[src/rtl/ht_stat_pkg.sv]
package ht_stat_pkg;

  // Control strobes derived from the run state for one cycle.
  typedef struct packed {
    logic accept;     // a sample word transfers on this edge
    logic clear;      // start edge: wipe statistics and history
    logic alert_clr;  // start or stop edge: drop the sticky alert
  } ht_ctrl_t;

endpackage

[src/rtl/ht_run_ctrl.sv]
module ht_run_ctrl
  import ht_stat_pkg::*;
(
  input  logic     clk_i,
  input  logic     rst_ni,
  input  logic     enable_i,
  input  logic     valid_i,
  output logic     run_o,
  output ht_ctrl_t ctrl_o
);

  logic run_q;
  logic start_edge;
  logic stop_edge;

  always_ff @(posedge clk_i or negedge rst_ni) begin
    if (!rst_ni) run_q <= 1'b0;
    else         run_q <= enable_i;
  end

  assign start_edge = enable_i & ~run_q;
  assign stop_edge  = ~enable_i & run_q;

  always_comb begin
    ctrl_o.accept    = valid_i & run_q;
    ctrl_o.clear     = start_edge;
    ctrl_o.alert_clr = start_edge | stop_edge;
  end

  assign run_o = run_q;

endmodule

[src/rtl/ht_lane_rep.sv]
module ht_lane_rep #(
  parameter int CNT_W = 8
) (
  input  logic             clk_i,
  input  logic             rst_ni,
  input  logic             clear_i,
  input  logic             accept_i,
  input  logic             bit_i,
  input  logic             prev_i,
  input  logic             have_prev_i,
  input  logic [CNT_W-1:0] thresh_i,
  output logic [CNT_W-1:0] cnt_nxt_o,
  output logic             hit_o
);

  localparam logic [CNT_W-1:0] ONE = CNT_W'(1);

  logic [CNT_W-1:0] cnt_q;
  logic             repeat_bit;

  assign repeat_bit = have_prev_i & (bit_i == prev_i);

  always_comb begin
    if (repeat_bit) cnt_nxt_o = (&cnt_q) ? cnt_q : cnt_q + ONE;
    else            cnt_nxt_o = ONE;
  end

  assign hit_o = accept_i & (|thresh_i) & (cnt_nxt_o >= thresh_i);

  always_ff @(posedge clk_i or negedge rst_ni) begin
    if (!rst_ni)       cnt_q <= '0;
    else if (clear_i)  cnt_q <= '0;
    else if (accept_i) cnt_q <= cnt_nxt_o;
  end

endmodule

[src/rtl/ht_sym_rep.sv]
module ht_sym_rep #(
  parameter int LANES = 4,
  parameter int CNT_W = 8
) (
  input  logic             clk_i,
  input  logic             rst_ni,
  input  logic             clear_i,
  input  logic             accept_i,
  input  logic [LANES-1:0] word_i,
  input  logic [CNT_W-1:0] thresh_i,
  output logic [LANES-1:0] prev_o,
  output logic             have_prev_o,
  output logic [CNT_W-1:0] max_o,
  output logic             hit_o
);

  localparam logic [CNT_W-1:0] ONE = CNT_W'(1);

  logic [LANES-1:0] prev_q;
  logic             have_q;
  logic [CNT_W-1:0] cnt_q;
  logic [CNT_W-1:0] cnt_nxt;
  logic [CNT_W-1:0] max_q;

  always_comb begin
    if (have_q && (word_i == prev_q)) cnt_nxt = (&cnt_q) ? cnt_q : cnt_q + ONE;
    else                              cnt_nxt = ONE;
  end

  assign hit_o = accept_i & (|thresh_i) & (cnt_nxt >= thresh_i);

  // History is written after the comparison, on the same accepted edge.
  always_ff @(posedge clk_i or negedge rst_ni) begin
    if (!rst_ni) begin
      prev_q <= '0;
      have_q <= 1'b0;
      cnt_q  <= '0;
      max_q  <= '0;
    end else if (clear_i) begin
      prev_q <= '0;
      have_q <= 1'b0;
      cnt_q  <= '0;
      max_q  <= '0;
    end else if (accept_i) begin
      prev_q <= word_i;
      have_q <= 1'b1;
      cnt_q  <= cnt_nxt;
      if (cnt_nxt > max_q) max_q <= cnt_nxt;
    end
  end

  assign prev_o      = prev_q;
  assign have_prev_o = have_q;
  assign max_o       = max_q;

endmodule

[src/rtl/ht_sat_cnt.sv]
module ht_sat_cnt #(
  parameter int W = 4
) (
  input  logic         clk_i,
  input  logic         rst_ni,
  input  logic         clear_i,
  input  logic [1:0]   inc_i,
  output logic [W-1:0] q_o
);

  localparam logic [W:0] TOP = {1'b0, {W{1'b1}}};

  logic [W-1:0] q;
  logic [W:0]   sum;

  assign sum = {1'b0, q} + (W+1)'(inc_i);

  always_ff @(posedge clk_i or negedge rst_ni) begin
    if (!rst_ni)      q <= '0;
    else if (clear_i) q <= '0;
    else if (sum > TOP) q <= {W{1'b1}};
    else              q <= sum[W-1:0];
  end

  assign q_o = q;

endmodule

[src/rtl/ht_stat_unit.sv]
module ht_stat_unit
  import ht_stat_pkg::*;
#(
  parameter int LANES   = 4,
  parameter int CNT_W   = 8,
  parameter int ALERT_W = 3,
  parameter int TOTAL_W = 4
) (
  input  logic               clk_i,
  input  logic               rst_ni,
  input  logic               enable_i,
  input  logic               rng_valid_i,
  input  logic [LANES-1:0]   rng_data_i,
  output logic               rng_ready_o,
  input  logic [CNT_W-1:0]   bit_thresh_i,
  input  logic [CNT_W-1:0]   sym_thresh_i,
  output logic               rng_enable_o,
  output logic               fail_o,
  output logic               thr_alert_o,
  output logic [CNT_W-1:0]   max_bit_o,
  output logic [CNT_W-1:0]   max_sym_o,
  output logic [ALERT_W-1:0] bit_alert_cnt_o,
  output logic [ALERT_W-1:0] sym_alert_cnt_o,
  output logic [TOTAL_W-1:0] fail_total_o
);

  ht_ctrl_t         ctrl;
  logic             run;
  logic [LANES-1:0] prev_word;
  logic             have_prev;
  logic             sym_hit;
  logic [LANES-1:0] lane_hit;
  logic [CNT_W-1:0] lane_nxt [LANES];
  logic [CNT_W-1:0] lane_peak;
  logic             bit_hit;
  logic [CNT_W-1:0] max_bit_q;
  logic             fail_q;
  logic             alert_q;

  ht_run_ctrl u_ctrl (
    .clk_i    (clk_i),
    .rst_ni   (rst_ni),
    .enable_i (enable_i),
    .valid_i  (rng_valid_i),
    .run_o    (run),
    .ctrl_o   (ctrl)
  );

  ht_sym_rep #(.LANES(LANES), .CNT_W(CNT_W)) u_sym (
    .clk_i       (clk_i),
    .rst_ni      (rst_ni),
    .clear_i     (ctrl.clear),
    .accept_i    (ctrl.accept),
    .word_i      (rng_data_i),
    .thresh_i    (sym_thresh_i),
    .prev_o      (prev_word),
    .have_prev_o (have_prev),
    .max_o       (max_sym_o),
    .hit_o       (sym_hit)
  );

  for (genvar g = 0; g < LANES; g++) begin : g_lane
    ht_lane_rep #(.CNT_W(CNT_W)) u_lane (
      .clk_i       (clk_i),
      .rst_ni      (rst_ni),
      .clear_i     (ctrl.clear),
      .accept_i    (ctrl.accept),
      .bit_i       (rng_data_i[g]),
      .prev_i      (prev_word[g]),
      .have_prev_i (have_prev),
      .thresh_i    (bit_thresh_i),
      .cnt_nxt_o   (lane_nxt[g]),
      .hit_o       (lane_hit[g])
    );
  end

  always_comb begin
    lane_peak = '0;
    for (int i = 0; i < LANES; i++) begin
      if (lane_nxt[i] > lane_peak) lane_peak = lane_nxt[i];
    end
  end

  assign bit_hit = |lane_hit;

  always_ff @(posedge clk_i or negedge rst_ni) begin
    if (!rst_ni) begin
      max_bit_q <= '0;
      fail_q    <= 1'b0;
      alert_q   <= 1'b0;
    end else begin
      fail_q <= bit_hit | sym_hit;
      if (ctrl.clear) max_bit_q <= '0;
      else if (ctrl.accept && (lane_peak > max_bit_q)) max_bit_q <= lane_peak;
      if (ctrl.alert_clr)        alert_q <= 1'b0;
      else if (bit_hit | sym_hit) alert_q <= 1'b1;
    end
  end

  ht_sat_cnt #(.W(ALERT_W)) u_bit_alert (
    .clk_i   (clk_i),
    .rst_ni  (rst_ni),
    .clear_i (ctrl.clear),
    .inc_i   ({1'b0, bit_hit}),
    .q_o     (bit_alert_cnt_o)
  );

  ht_sat_cnt #(.W(ALERT_W)) u_sym_alert (
    .clk_i   (clk_i),
    .rst_ni  (rst_ni),
    .clear_i (ctrl.clear),
    .inc_i   ({1'b0, sym_hit}),
    .q_o     (sym_alert_cnt_o)
  );

  ht_sat_cnt #(.W(TOTAL_W)) u_total (
    .clk_i   (clk_i),
    .rst_ni  (rst_ni),
    .clear_i (ctrl.clear),
    .inc_i   ({bit_hit & sym_hit, bit_hit ^ sym_hit}),
    .q_o     (fail_total_o)
  );

  assign rng_enable_o = run;
  assign rng_ready_o  = run;
  assign fail_o       = fail_q;
  assign thr_alert_o  = alert_q;
  assign max_bit_o    = max_bit_q;

endmodule

[config.mk]
export PLATFORM = sky130hd
export DESIGN_NAME = ht_stat_unit
export DESIGN_NICKNAME = d
export VERILOG_FILES = /design/src/rtl/ht_stat_pkg.sv /design/src/rtl/ht_run_ctrl.sv /design/src/rtl/ht_lane_rep.sv /design/src/rtl/ht_sym_rep.sv /design/src/rtl/ht_sat_cnt.sv /design/src/rtl/ht_stat_unit.sv
export SDC_FILE = /design/constraint.sdc
export NUM_CORES = 1
export LEC_CHECK = 0
export ABC_AREA = 0
export BUFFER_PORTS_ARGS = -buffer_cell sky130_fd_sc_hd__buf_2
export CAP_MARGIN = 25
export CELL_PAD_IN_SITES_DETAIL_PLACEMENT = 1
export CELL_PAD_IN_SITES_GLOBAL_PLACEMENT = 2
export CORE_ASPECT_RATIO = 1.75
export CORE_MARGIN = 3
export CORE_UTILIZATION = 38
export CTS_CLUSTER_SIZE = 16
export DETAILED_ROUTE_END_ITERATION = 8
export GPL_TIMING_DRIVEN = 0
export PLACE_DENSITY = 0.86
export SKIP_LAST_GASP = 1
export SYNTH_ARGS = -nofsm -noshare
export SYNTH_HDL_FRONTEND = slang
export SYNTH_SLANG_ARGS = --single-unit
export TNS_END_PERCENT = 1
[constraint.sdc]
create_clock -name clk_i -period 9.8 [get_ports clk_i]
set_clock_uncertainty 0.05 [all_clocks]
set_input_delay 0.49 -clock clk_i [delete_from_list [all_inputs] [get_ports clk_i]]
set_output_delay 0.49 -clock clk_i [all_outputs]
set_load 0.005 [all_outputs]
======== After elaboration in Yosys (flattened, before gate mapping) ========
Index checks and enable logic that the tools add are counted.
word-level totals
  flip-flop bits (word level) ............. 74
  output and inout port bits .............. 30
  logic and storage cells ................. 118
cells by class
  muxes and demuxes ....................... 41
  bitwise operators ....................... 20
  add/sub/neg operators ................... 8
  reduce and logical (&&, ||, !) cells .... 15
  magnitude comparators ................... 14
  equal/unequal tests ..................... 5
operators with widths
  operator                                                              count
  8-bit two-way mux                                                     29
  8-bit by 1-bit adder with 8-bit output, second input constant         5
  8-bit >= comparator                                                   5
  8-bit > comparator                                                    5
  8-bit AND reduction                                                   5
  4-bit two-way mux                                                     4
  8-bit OR reduction                                                    2
  1-bit bitwise AND                                                     15
  3-bit two-way mux                                                     4
  3-bit by 1-bit adder with 4-bit output                                2
  4-bit by 3-bit > comparator with 1-bit output, second input constant  2
  8-bit by 1-bit > comparator with 1-bit output, second input constant  1
  2-bit nonzero test                                                    4
  4-bit by 2-bit adder with 5-bit output                                1
  5-bit by 4-bit > comparator with 1-bit output, second input constant  1
  1-bit equality test                                                   4
  4-bit equality test                                                   1
  1-bit two-way mux                                                     4
  4-bit OR reduction                                                    1
  1-bit logical AND                                                     2
  1-bit inverter                                                        2
  1-bit OR                                                              2
  2-bit AND reduction                                                   1
  1-bit bitwise XOR                                                     1

======== Depth between registers and ports, before layout ========
Gate-level depths: netlist (run 1).
  depth after elaboration ................. 15
  gate-level depth with buffers ........... 38
  gate-level depth less buffers ........... 35

======== By module ========
From an unflattened synthesis (run 1), not the netlist that was laid out.
second synthesis, totals
  cell total of the unflattened synthesis .. 824
  area total of the unflattened synthesis .. 7056.8 µm²
by module, submodules not included
  module                              instances  area each (µm²)  cells an instance  seq. area each (µm²)
  ht_stat_unit                        1          1672.9           203                250.2
  ht_lane_rep (g_lane[0].u_lane ...)  2          813.3            96                 200.2
  ht_lane_rep (g_lane[2].u_lane ...)  2          795.8            98                 200.2
  ht_sym_rep                          1          1567.8           180                525.5
  ht_sat_cnt (u_bit_alert ...)        2          165.2            14                 75.1
  ht_sat_cnt (u_total)                1          209.0            19                 100.1
  ht_run_ctrl                         1          58.8             6                  25.0

======== Worst setup path after synthesis (run 1) ========
OpenSTA, ideal clock, no wires.
  kind .................................... flip-flop to flip-flop
  from .................................... register g_lane[0].u_lane.cnt_q[0]
  to ...................................... register max_bit_q[0] (netlist: max_bit_o[0])
  stages on the path, launching flop included .. 35
  slack ................................... 2.321 ns
  arrival time ............................ 7.303 ns
  setup time .............................. 0.126 ns
  period minus slack after synthesis ...... 7.479 ns
  required time ........................... 9.624 ns
  cells stage by stage .................... dfrtp_1 ha_1 nand3_1 nand2b_4 mux2i_1 nor2_1 inv_1 ha_1 nor2b_1 o211ai_1 a21oi_1 o31ai_4 mux2i_1 ha_1 nor2b_1 o211ai_1 a21oi_1 o22ai_1 buf_2 mux2_2 ha_1 nor2b_1 o211ai_1 a211o_1 nand2_1 buf_2 buf_2 nand2_1 o21ai_2 ha_1 a21oi_1 o21ai_0 o311ai_2 nor3_1 a221o_1
on the way
  word-level cells in the longest chain between the ends .. 14
  elaborated cells on any way between the ends .. 17
RTL lines
  element                                                                               line                source
  start, declared                                                                       ht_lane_rep.sv:18   logic [CNT_W-1:0] cnt_q;
  start signal, assigned                                                                ht_lane_rep.sv:33   else if (accept_i) cnt_q <= cnt_nxt_o;
  8-bit by 1-bit adder with 8-bit output / 8-bit AND reduction (equally long branches)  ht_lane_rep.sv:24   if (repeat_bit) cnt_nxt_o = (&cnt_q) ? cnt_q : cnt_q + ONE;
  8-bit two-way mux (*) (2 in series)                                                   ht_lane_rep.sv:24
  8-bit by 1-bit > comparator with 1-bit output                                         ht_stat_unit.sv:80  if (lane_nxt[i] > lane_peak) lane_peak = lane_nxt[i];
  8-bit two-way mux (*)                                                                 ht_stat_unit.sv:80
  8-bit > comparator                                                                    ht_stat_unit.sv:80
  8-bit two-way mux (*)                                                                 ht_stat_unit.sv:80
  8-bit > comparator                                                                    ht_stat_unit.sv:80
  8-bit two-way mux (*)                                                                 ht_stat_unit.sv:80
  8-bit > comparator                                                                    ht_stat_unit.sv:80
  8-bit two-way mux (*)                                                                 ht_stat_unit.sv:80
  8-bit > comparator                                                                    ht_stat_unit.sv:94  else if (ctrl.accept && (lane_peak > max_bit_q)) max_bit_q <= lane_peak;
  1-bit logical AND                                                                     ht_stat_unit.sv:94
  2-bit nonzero test (no source line)                                                   n/a
  end signal, assigned                                                                  ht_stat_unit.sv:94
  end, declared                                                                         ht_stat_unit.sv:36  logic [CNT_W-1:0] max_bit_q;
Every way passes the cells marked *; elsewhere a longest branch is shown, timed or not. The select of a mux whose other input is x is not followed.
A chain may end at the register's enable or synchronous reset.

======== Worst setup path after layout (run 1) ========
  from .................................... register g_lane[0].u_lane.cnt_q[0]
  to ...................................... register max_bit_q[4] (netlist: max_bit_o[4])
The elaborated chain is that of the path after synthesis.

==> results of run 1 <==
report_power, final:
| part | switching, mW | total, mW | internal [mW] |
|---|---|---|---|
| combinational | 0.308 | 0.486 | 0.178 |
| clock | 0.145 | 0.396 | 0.251 |
| sequential | 0.0207 | 0.343 | 0.323 |
synthesized netlist by cell type, types with 2 or more instances:
master,n
ha_1,94
dfrtp_1,74
nand2_1,71
nor2_1,66
inv_1,51
o21ai_0,43
a21oi_1,41
nand3_1,30
nor3_1,20
a22o_1,18
a31oi_1,17
mux2i_1,17
nand4_1,17
a21o_1,12
mux2_2,12
clkbuf_1,10
nor2b_1,9
xnor2_1,9
nand2b_1,7
nor4_1,7
o211ai_1,7
xor2_1,7
buf_2,6
o31ai_1,6
a221o_1,4
o21a_1,4
o21ai_2,4
a211oi_1,3
a2bb2oi_1,3
a311oi_1,3
and3_1,3
buf_1,3
or2_2,3
a211o_1,2
a22oi_1,2
nand3b_1,2
nor3b_1,2
o21bai_1,2
o22ai_1,2
or3_1,2
worst max-delay path by stage:
stage	startpoint	to	slack, ns	depth (start not counted)
after floorplan	g_lane[0].u_lane.cnt_q[0]	max_bit_o[0]	2.32	34
after global placement	rng_data_i[1]	max_bit_o[4]	0.69	31
after detailed placement	rng_data_i[1]	max_bit_o[4]	0.46	31
after CTS	g_lane[0].u_lane.cnt_q[0]	max_bit_o[4]	0.52	32
after global routing	g_lane[0].u_lane.cnt_q[0]	max_bit_o[4]	0.17	37
final	g_lane[0].u_lane.cnt_q[0]	max_bit_o[4]	0.66	37
metal layers:
metal / global-route usage [%] / share of wire (%) / vias up
met3: 2.96 / 3.5 / 52
met2: 44.1 / 55 / 148
met5: 0 / 0 / -
li1: - / - / 2758
met4: 12.0 / 4.9 / 0
met1: 23.6 / 36 / 2893
worst max-delay path: cells and delay by family, from the launching register on:
kind	cells	cell delay (ns)
AOI/OAI and AO/OA	15	3.35
and+or+nand+nor	9	1.62
adders and majority gates	5	1.38
buffers and inverters	5	1.27
muxes	3	0.95
DFF	1	0.43
cell type report:
cell class,count,share of cell area [%]
plain buffers,20,1.21
clock buffers,9,3.16
clock inverters,7,1.74
inverters,51,2.68
multi-input cells,573,57.7
flip-flops and latches,74,25.9
well taps,189,3.31
repair buffers,55,4.28
flip-flops by register name, summed over array words and instances, names as in the netlist:
name	flops
fail_o	1
g_lane.u_lane.cnt_q	32
max_bit_o	8
thr_alert_o	1
u_bit_alert.q_o	3
u_ctrl.run_o	1
u_sym.cnt_q	8
u_sym.have_prev_o	1
u_sym.max_o	8
u_sym.prev_o	4
u_sym_alert.q_o	3
u_total.q_o	4
kinds of logic (layout without fill, tap and decap cells):
| kind of cell | Yosys count | after routing | share of synthesized area (%) |
|---|---|---|---|
| simple gates | 250 | 250 | 19.6 |
| mux | 30 | 30 | 5.15 |
| xor+xnor | 16 | 16 | 2.25 |
| flops | 74 | 74 | 29.8 |
| buf+inv | 71 | 142 | 4.47 |
| compound gates | 182 | 182 | 19.6 |
| fa+ha+maj | 95 | 95 | 19.2 |
metrics by stage:
| stage | cell area [um2] | setup WS (ns) | cells | hold WS (ns) | total power, mW |
|---|---|---|---|---|---|
| 2_1_floorplan | 6220 | 2.32 | 718 | 0.144 | 0.681 |
| 5_1_grt | 7140 | 0.174 | 978 | 0.244 | 1.29 |
| 6_report | 7140 | 0.663 | 978 | 0.248 | 1.23 |
| 3_5_place_dp | 6750 | 0.460 | 961 | 0.330 | 0.817 |
| 3_3_place_gp | 6720 | 0.689 | 960 | 0.415 | 0.791 |
| 4_1_cts | 7110 | 0.518 | 978 | 0.241 | 1.22 |
repair_timing:
item | in CTS | in global routing
resized for setup | 0 | 4
hold endpoints to repair | 15 | 0
setup buffers | 0 | 0
endpoints found under the setup margin | 0 | 6
hold buffers | 1 | 0
==> reports/qor.csv, run 1 <==
metric;value;unit
all-layer global routing usage;23.2;%
IO Pins;54;
crit path max-delay cell type;o31ai_4;
Reg2Reg Capture Point;max_bit_o[4];
Inserted Clock Buffers;9;
first-pass GRT wire length;32400;um
max-capacitance violation count;0;
dominant synthesized flop cell;dfrtp_1;
largest net degree at the start of global routing;60;
clock-pin slew on the worst setup and hold paths;0.07;ns
FP Rows;61;
Starting Density;39.0;%
Final ANT Viol Nets;0;
global route total overflow;0;
kind of end point of the critical path;flop;
Core Util, Final;44.7;%
most common cell after layout, fill and taps aside;ha_1;
Syn Inst Count;718;
clk root buf;clkbuf_16;
Synth async-reset ratio;100;%
final net count;903;
PortBufs;53;
Slew @ Worst Pin;1.02;ns
Pins Over Slew Limit;0;
reg2reg path depth;37;
Total Wirelength;20400;um
Register Area;1850;um2
Die ar.;18000;um2
CP Launch Type;flop;
Ys Warns;0;
initial DRC count;191;
drt via density;5.98;
minimum clock period after layout;9.14;ns
pwr dens;172;nW/um2
syn_nets;837;
Critical R2R Launch;g_lane[0].u_lane.cnt_q[0];
crit-path max FO;10;
setup TNS;0;ns
initial antenna violation count;0;
crit path DAT;9.35;ns
Synth cell types;63;
largest cells by area after synthesis;dfrtp_1, ha_1, nand2_1, nor2_1, o21ai_0;
Antenna diodes;0;
H-tree depth;3;
drt drc;0;
Seq/Total Area, Yosys;29.8;%
Post-synth EDFFs;0;
DRT Pass-1 Iters;4;
Die Y;175;um
worst hold endpoint;u_ctrl.run_o;
status;finished clean;
RSZ-0062 raised after global routing;false;
Final Hold Vio Count;0;
Max-slew headroom;31.4;%
Lkg Pwr;3.40;nW
data required time at the worst endpoint;10.02;ns
area delta synth->final;14.7;%
Max Clk Rate;0.109;GHz
Chip Width;103;um
worst setup path category;flop to flop;
commonest cells after routing, fill and taps aside;ha_1, dfrtp_1, nand2_1;
area occupied by multi-input gates;4120;um2
clock latency on the worst-skew pair;0.34;ns
Hold Crit Class;primary input to flop;
clock sinks;74;
Hold Path Stages;1;
Post-Syn Area;6220;um2
Core Area;16000;um2
filler instances;1899;
CTS tree;done;
layout cells sized above 1;13.8;%
fin crit share;93.2;%
final setup fails;0;
CP max stage delay;0.50;ns
vias in the first global route;6344;
leading area contributor after synthesis;dfrtp_1;
wire per inst;20.8;um
most frequent CP cell;ha_1;
syn_area_per_cell;8.66;um2
Worst VDD drop;0.121;mV
hold wc startpoint;enable_i;
CTS Buffer Depth;2;
FF+latch count, synth;74;
post-DP HPWL;16200;um
r2r setup slk;0.66;ns
Final GP Congestion;0.882;
routed via count;5851;
Synth top area share;29.8;%
Power figures use the tool's default switching activity.
==> run 2: changes to the inputs <==
PLACE_DENSITY = not set   (was 0.86)
PLACE_DENSITY_LB_ADDON = 0.3   (was not set)
SETUP_SLACK_MARGIN = 0.05   (was not set)
==> run 2 against run 1 <==
  * Non-clock buffer count is 1 lower
  * First-iteration DRC count rose by 3.7%
  * Largest cell class unchanged
  * Combinational power about the same
  * Final cell count fell by 0.10%
  * Final area is 0.47% lower
  * Sequential cell count unchanged
  * Fmax is 0.88% higher
  * Die area unchanged
  * Largest power group unchanged
  * Sequential power about the same
  * Critical path depth is 1 lower
  * Worst setup slack gained 0.079 ns
==> reports/qor.csv, run 2 (same netlist as run 1, synthesis figures left out) <==
metric;value;unit
Setup Fix Bufs, Post-CTS;0;
Power, Total;1.20;mW
largest net degree at the start of global routing;51;
clock latency on the worst-skew pair;0.34;ns
hold buffer count at cts;0;
CP Launch Type;flop;
Clk pwr share;31.1;%
initial DRC count;198;
Die ar.;18000;um2
RSZ-0062 raised after global routing;false;
filler instances;1898;
Final GP Congestion;0.843;
crit path DAT;9.28;ns
wire per inst;20.6;um
final instance area;7100;um2
Starting Density;39.0;%
Core Util, Final;44.5;%
Lkg Pwr;3.39;nW
most common cell after layout, fill and taps aside;ha_1;
Pins Over Slew Limit;0;
global route total overflow;0;
Chip Width;103;um
most frequent CP cell;ha_1;
Die Y;175;um
area delta synth->final;14.2;%
H-tree depth;3;
Worst VDD drop;0.101;mV
max-capacitance violation count;0;
data required time at the worst endpoint;10.02;ns
commonest cells after routing, fill and taps aside;ha_1, dfrtp_1, nand2_1;
P_sw;0.475;mW
DRT Pass-1 Iters;4;
Internal;0.726;mW
Critical R2R Launch;g_lane[1].u_lane.cnt_q[0];
max reg flops;32;
Comb pwr share;40.4;%
worst setup path category;flop to flop;
CTS tree;done;
Total Wirelength;20100;um
status;finished clean;
post-DP HPWL;16200;um
vias in the first global route;6399;
Hold Crit Class;primary input to async pin;
kind of end point of the critical path;flop;
Core Area;16000;um2
IO Pins;54;
initial antenna violation count;0;
Buf/Inv on CP;4;
Slew @ Worst Pin;0.855;ns
r2r setup slk;0.74;ns
crit path max-delay cell type;o31ai_4;
FP Rows;61;
PortBufs;53;
all-layer global routing usage;23.6;%
Inserted Clock Buffers;9;
Biggest register;g_lane.u_lane.cnt_q;
Post-CTS Resized;0;
switching share of power;39.6;%
routed via count;5767;
Reg2Reg Capture Point;max_bit_o[4];
Max Clk Rate;0.110;GHz
pwr dens;169;nW/um2
setup TNS;0;ns
final setup fails;0;
Antenna diodes;0;
drt drc;0;
drt via density;5.90;
reg2reg path depth;36;
fin crit share;92.4;%
Final Hold Vio Count;0;
clock sinks;74;
Final ANT Viol Nets;0;
minimum clock period after layout;9.06;ns
clock-pin slew on the worst setup and hold paths;0.07;ns
first-pass GRT wire length;33100;um
placed inst area;6750;um2
Crit path max-delay family;compound AO/OA/AOI/OAI gates;
clk root buf;clkbuf_16;
Max-slew headroom;42.8;%
Seq pwr share;28.6;%
crit-path max FO;10;
CP max stage delay;0.50;ns
layout cells sized above 1;13.8;%
CTS Buffer Depth;2;
Hold Slack;0.00859;ns
final net count;902;
[run 2: per-stage QoR]
step / worst slack [ns] / std cells
floorplan: 2.32 / 718
global placement: 0.576 / 960
detailed placement: 0.294 / 961
CTS: 0.420 / 977
global route: 0.114 / 977
finish: 0.742 / 977
[run 2: worst max-delay path by stage]
stage | start | slack [ns] | cells past startpoint | end
after CTS | g_lane[1].u_lane.cnt_q[0] | 0.42 | 32 | max_bit_o[0]
after floorplan | g_lane[0].u_lane.cnt_q[0] | 2.32 | 34 | max_bit_o[0]
after global placement | rng_data_i[1] | 0.58 | 31 | max_bit_o[4]
after global routing | g_lane[1].u_lane.cnt_q[0] | 0.11 | 36 | max_bit_o[4]
final | g_lane[1].u_lane.cnt_q[0] | 0.74 | 36 | max_bit_o[4]
after detailed placement | rng_data_i[1] | 0.29 | 31 | max_bit_o[4]
[run 2: routing by layer]
layer | track usage, % | wire length [um] | up-vias
met5 | 0 | 0 | -
met4 | 11.0 | 948 | 0
met3 | 2.84 | 492 | 49
met2 | 43.9 | 11200 | 104
met1 | 25.5 | 7530 | 2865
li1 | - | - | 2749
[run 2: worst reg2reg max path, delay by kind of cell (launching register included)]
kind,cells,cell delay [ns]
AOI/OAI and AO/OA,15,3.31
DFF,1,0.47
and+or+nand+nor,9,1.53
adders and majority gates,5,1.52
buffers and inverters,4,1.14
muxes,3,0.96
[run 2: final cells by class]
class	count	area [um2]	area share (%)
sequential	74	1850	26.1
clock inverter	7	100	1.41
inverter	51	191	2.70
timing repair buffer	54	295	4.16
multi-input combinational	573	4120	58.0
buffer	20	86.3	1.22
tap	189	236	3.33
clock buffer	9	225	3.17
[run 2: power by group through the flow]
stage,Sequential [mW],Combinational (mW),Clock [mW]
6_report,0.343,0.485,0.373
5_1_grt,0.346,0.539,0.394
4_1_cts,0.343,0.474,0.382
3_5_place_dp,0.349,0.470,0
3_3_place_gp,0.348,0.445,0
2_1_floorplan,0.343,0.338,0
==> run 3: changes to the inputs <==
MAX_ROUTING_LAYER = met4   (was not set)
SLEW_MARGIN = 10   (was not set)
==> run 3 against run 2 <==
  * Total power is 4.0% lower
  * Worst setup slack better by 0.069 ns
  * Sequential cell count stayed put
  * Global-route usage is 0.43 points higher
  * Worst hold slack better by 0.23 ns
  * Critical path type unchanged
  * Register-to-register slack better by 0.07 ns
  * Sequential power hardly changed
  * Die area stayed put
  * Sequential share of layout area is 0.10 points higher
  * Final area is 0.39% lower
  * First-iteration DRC count is 20% lower
==> reports/qor.csv, run 3 (same netlist as run 1, synthesis figures left out) <==
metric;value;unit
PortBufs;53;
Seq pwr share;29.8;%
largest net degree at the start of global routing;53;
r2r setup slk;0.81;ns
Slew @ Worst Pin;0.858;ns
CTS tree;done;
clock latency on the worst-skew pair;0.35;ns
drt drc;0;
Clk pwr share;28.6;%
Starting Density;39.0;%
routed via count;5765;
hold wc startpoint;enable_i;
Total Wirelength;19900;um
CTS Buffer Depth;2;
final setup fails;0;
IO Pins;54;
reg2reg path depth;32;
clock sinks;74;
commonest cells after routing, fill and taps aside;ha_1, dfrtp_1, nand2_1;
drt via density;5.89;
Antenna diodes;0;
Reg2Reg Capture Point;max_bit_o[6];
initial DRC count;159;
Die ar.;18000;um2
Die Y;175;um
Internal;0.681;mW
all-layer global routing usage;24.0;%
data required time at the worst endpoint;10.00;ns
H-tree depth;3;
Worst VDD drop;0.0861;mV
first-pass GRT wire length;32700;um
Comb pwr share;41.7;%
switching share of power;41.0;%
area delta synth->final;13.8;%
FP Rows;61;
layout cells sized above 1;13.8;%
Core Area;16000;um2
Lkg Pwr;3.37;nW
post-DP HPWL;16000;um
RSZ-0062 raised after global routing;false;
max-capacitance violation count;0;
wire per inst;20.3;um
Hold Path Stages;1;
Setup Fix Bufs, Post-CTS;0;
status;finished clean;
Biggest register;g_lane.u_lane.cnt_q;
worst hold endpoint;u_ctrl.run_o;
Pins Over Slew Limit;0;
clock-pin slew on the worst setup and hold paths;0.07;ns
Critical R2R Launch;u_sym.prev_o[1];
P_sw;0.472;mW
Final ANT Viol Nets;0;
Power, Total;1.15;mW
Inserted Clock Buffers;9;
CP max stage delay;0.67;ns
DRT Pass-1 Iters;4;
Max-slew headroom;42.6;%
Hold Crit Class;primary input to flop;
setup TNS;0;ns
global route total overflow;0;
crit-path max FO;10;
pwr dens;163;nW/um2
Final Hold Vio Count;0;
Final GP Congestion;0.874;
Max Clk Rate;0.111;GHz
final net count;903;
max reg flops;32;
fin crit share;91.7;%
crit path max-delay cell type;a211oi_1;
CP Launch Type;flop;
most common cell after layout, fill and taps aside;ha_1;
kind of end point of the critical path;flop;
minimum clock period after layout;8.99;ns
vias in the first global route;6411;
most frequent CP cell;ha_1;
initial antenna violation count;0;
clk root buf;clkbuf_16;
crit path DAT;9.19;ns
worst setup path category;flop to flop;
Chip Width;103;um
## run 3: power groups by stage
stage	combinational, mW	clock, mW	sequential, mW
global placement	0.445	0	0.348
detailed placement	0.467	0	0.349
floorplan	0.338	0	0.343
CTS	0.471	0.338	0.343
global route	0.534	0.352	0.346
finish	0.481	0.329	0.343
## run 3: routing by layer
layer  track usage, %  wire length (um)  up-vias
li1                 -                 -     2754
met2             43.8             11100      111
met3             3.12               468       53
met5                -                 0        -
met4             10.5               803        0
met1             25.0              7580     2847
## run 3: final cells by class
class	instances	area, um2
inverter	51	191
clock buffer	10	239
sequential	74	1850
timing repair buffer	55	305
fill	1904	8880
clock inverter	6	48.8
tap	189	236
buffer	20	86.3
multi-input combinational	573	4120
## run 3: worst max-delay path by stage
stage / end / depth (start not counted) / from / slack [ns]
2_1_floorplan: max_bit_o[0] / 34 / g_lane[0].u_lane.cnt_q[0] / 2.32
3_3_place_gp: max_bit_o[3] / 31 / rng_data_i[1] / 0.60
3_5_place_dp: max_bit_o[0] / 31 / rng_data_i[1] / 0.41
4_1_cts: max_bit_o[3] / 32 / g_lane[1].u_lane.cnt_q[0] / 0.52
5_1_grt: max_bit_o[6] / 36 / g_lane[0].u_lane.cnt_q[0] / 0.16
6_report: max_bit_o[6] / 32 / u_sym.prev_o[1] / 0.81
## run 3: repair_timing
item,4_1_cts,5_1_grt
hold buffers,1,0
endpoints found under the setup margin,0,7
resized for setup,0,4
endpoints found under the hold margin,22,0
## run 3: critical path: cells and delay by family (launching register included)
family | cells | cell delay [ns]
xor gates and xnor gates | 1 | 0.36
AOI/OAI and AO/OA | 15 | 3.71
buffers and inverters | 3 | 0.89
and+or+nand+nor | 7 | 1.42
DFF | 1 | 0.40
adders and majority gates | 4 | 1.19
muxes | 2 | 0.87
## run 3: per-stage QoR
step	utilization, %	instances	setup slack [ns]	cell area (um2)	hold slack (ns)
2_1_floorplan	-	718	2.32	6220	0.144
3_3_place_gp	42.1	960	0.597	6720	0.411
3_5_place_dp	42.3	961	0.411	6750	0.370
4_1_cts	44.2	978	0.517	7050	0.228
5_1_grt	44.4	978	0.157	7080	0.241
6_report	44.4	978	0.811	7080	0.241
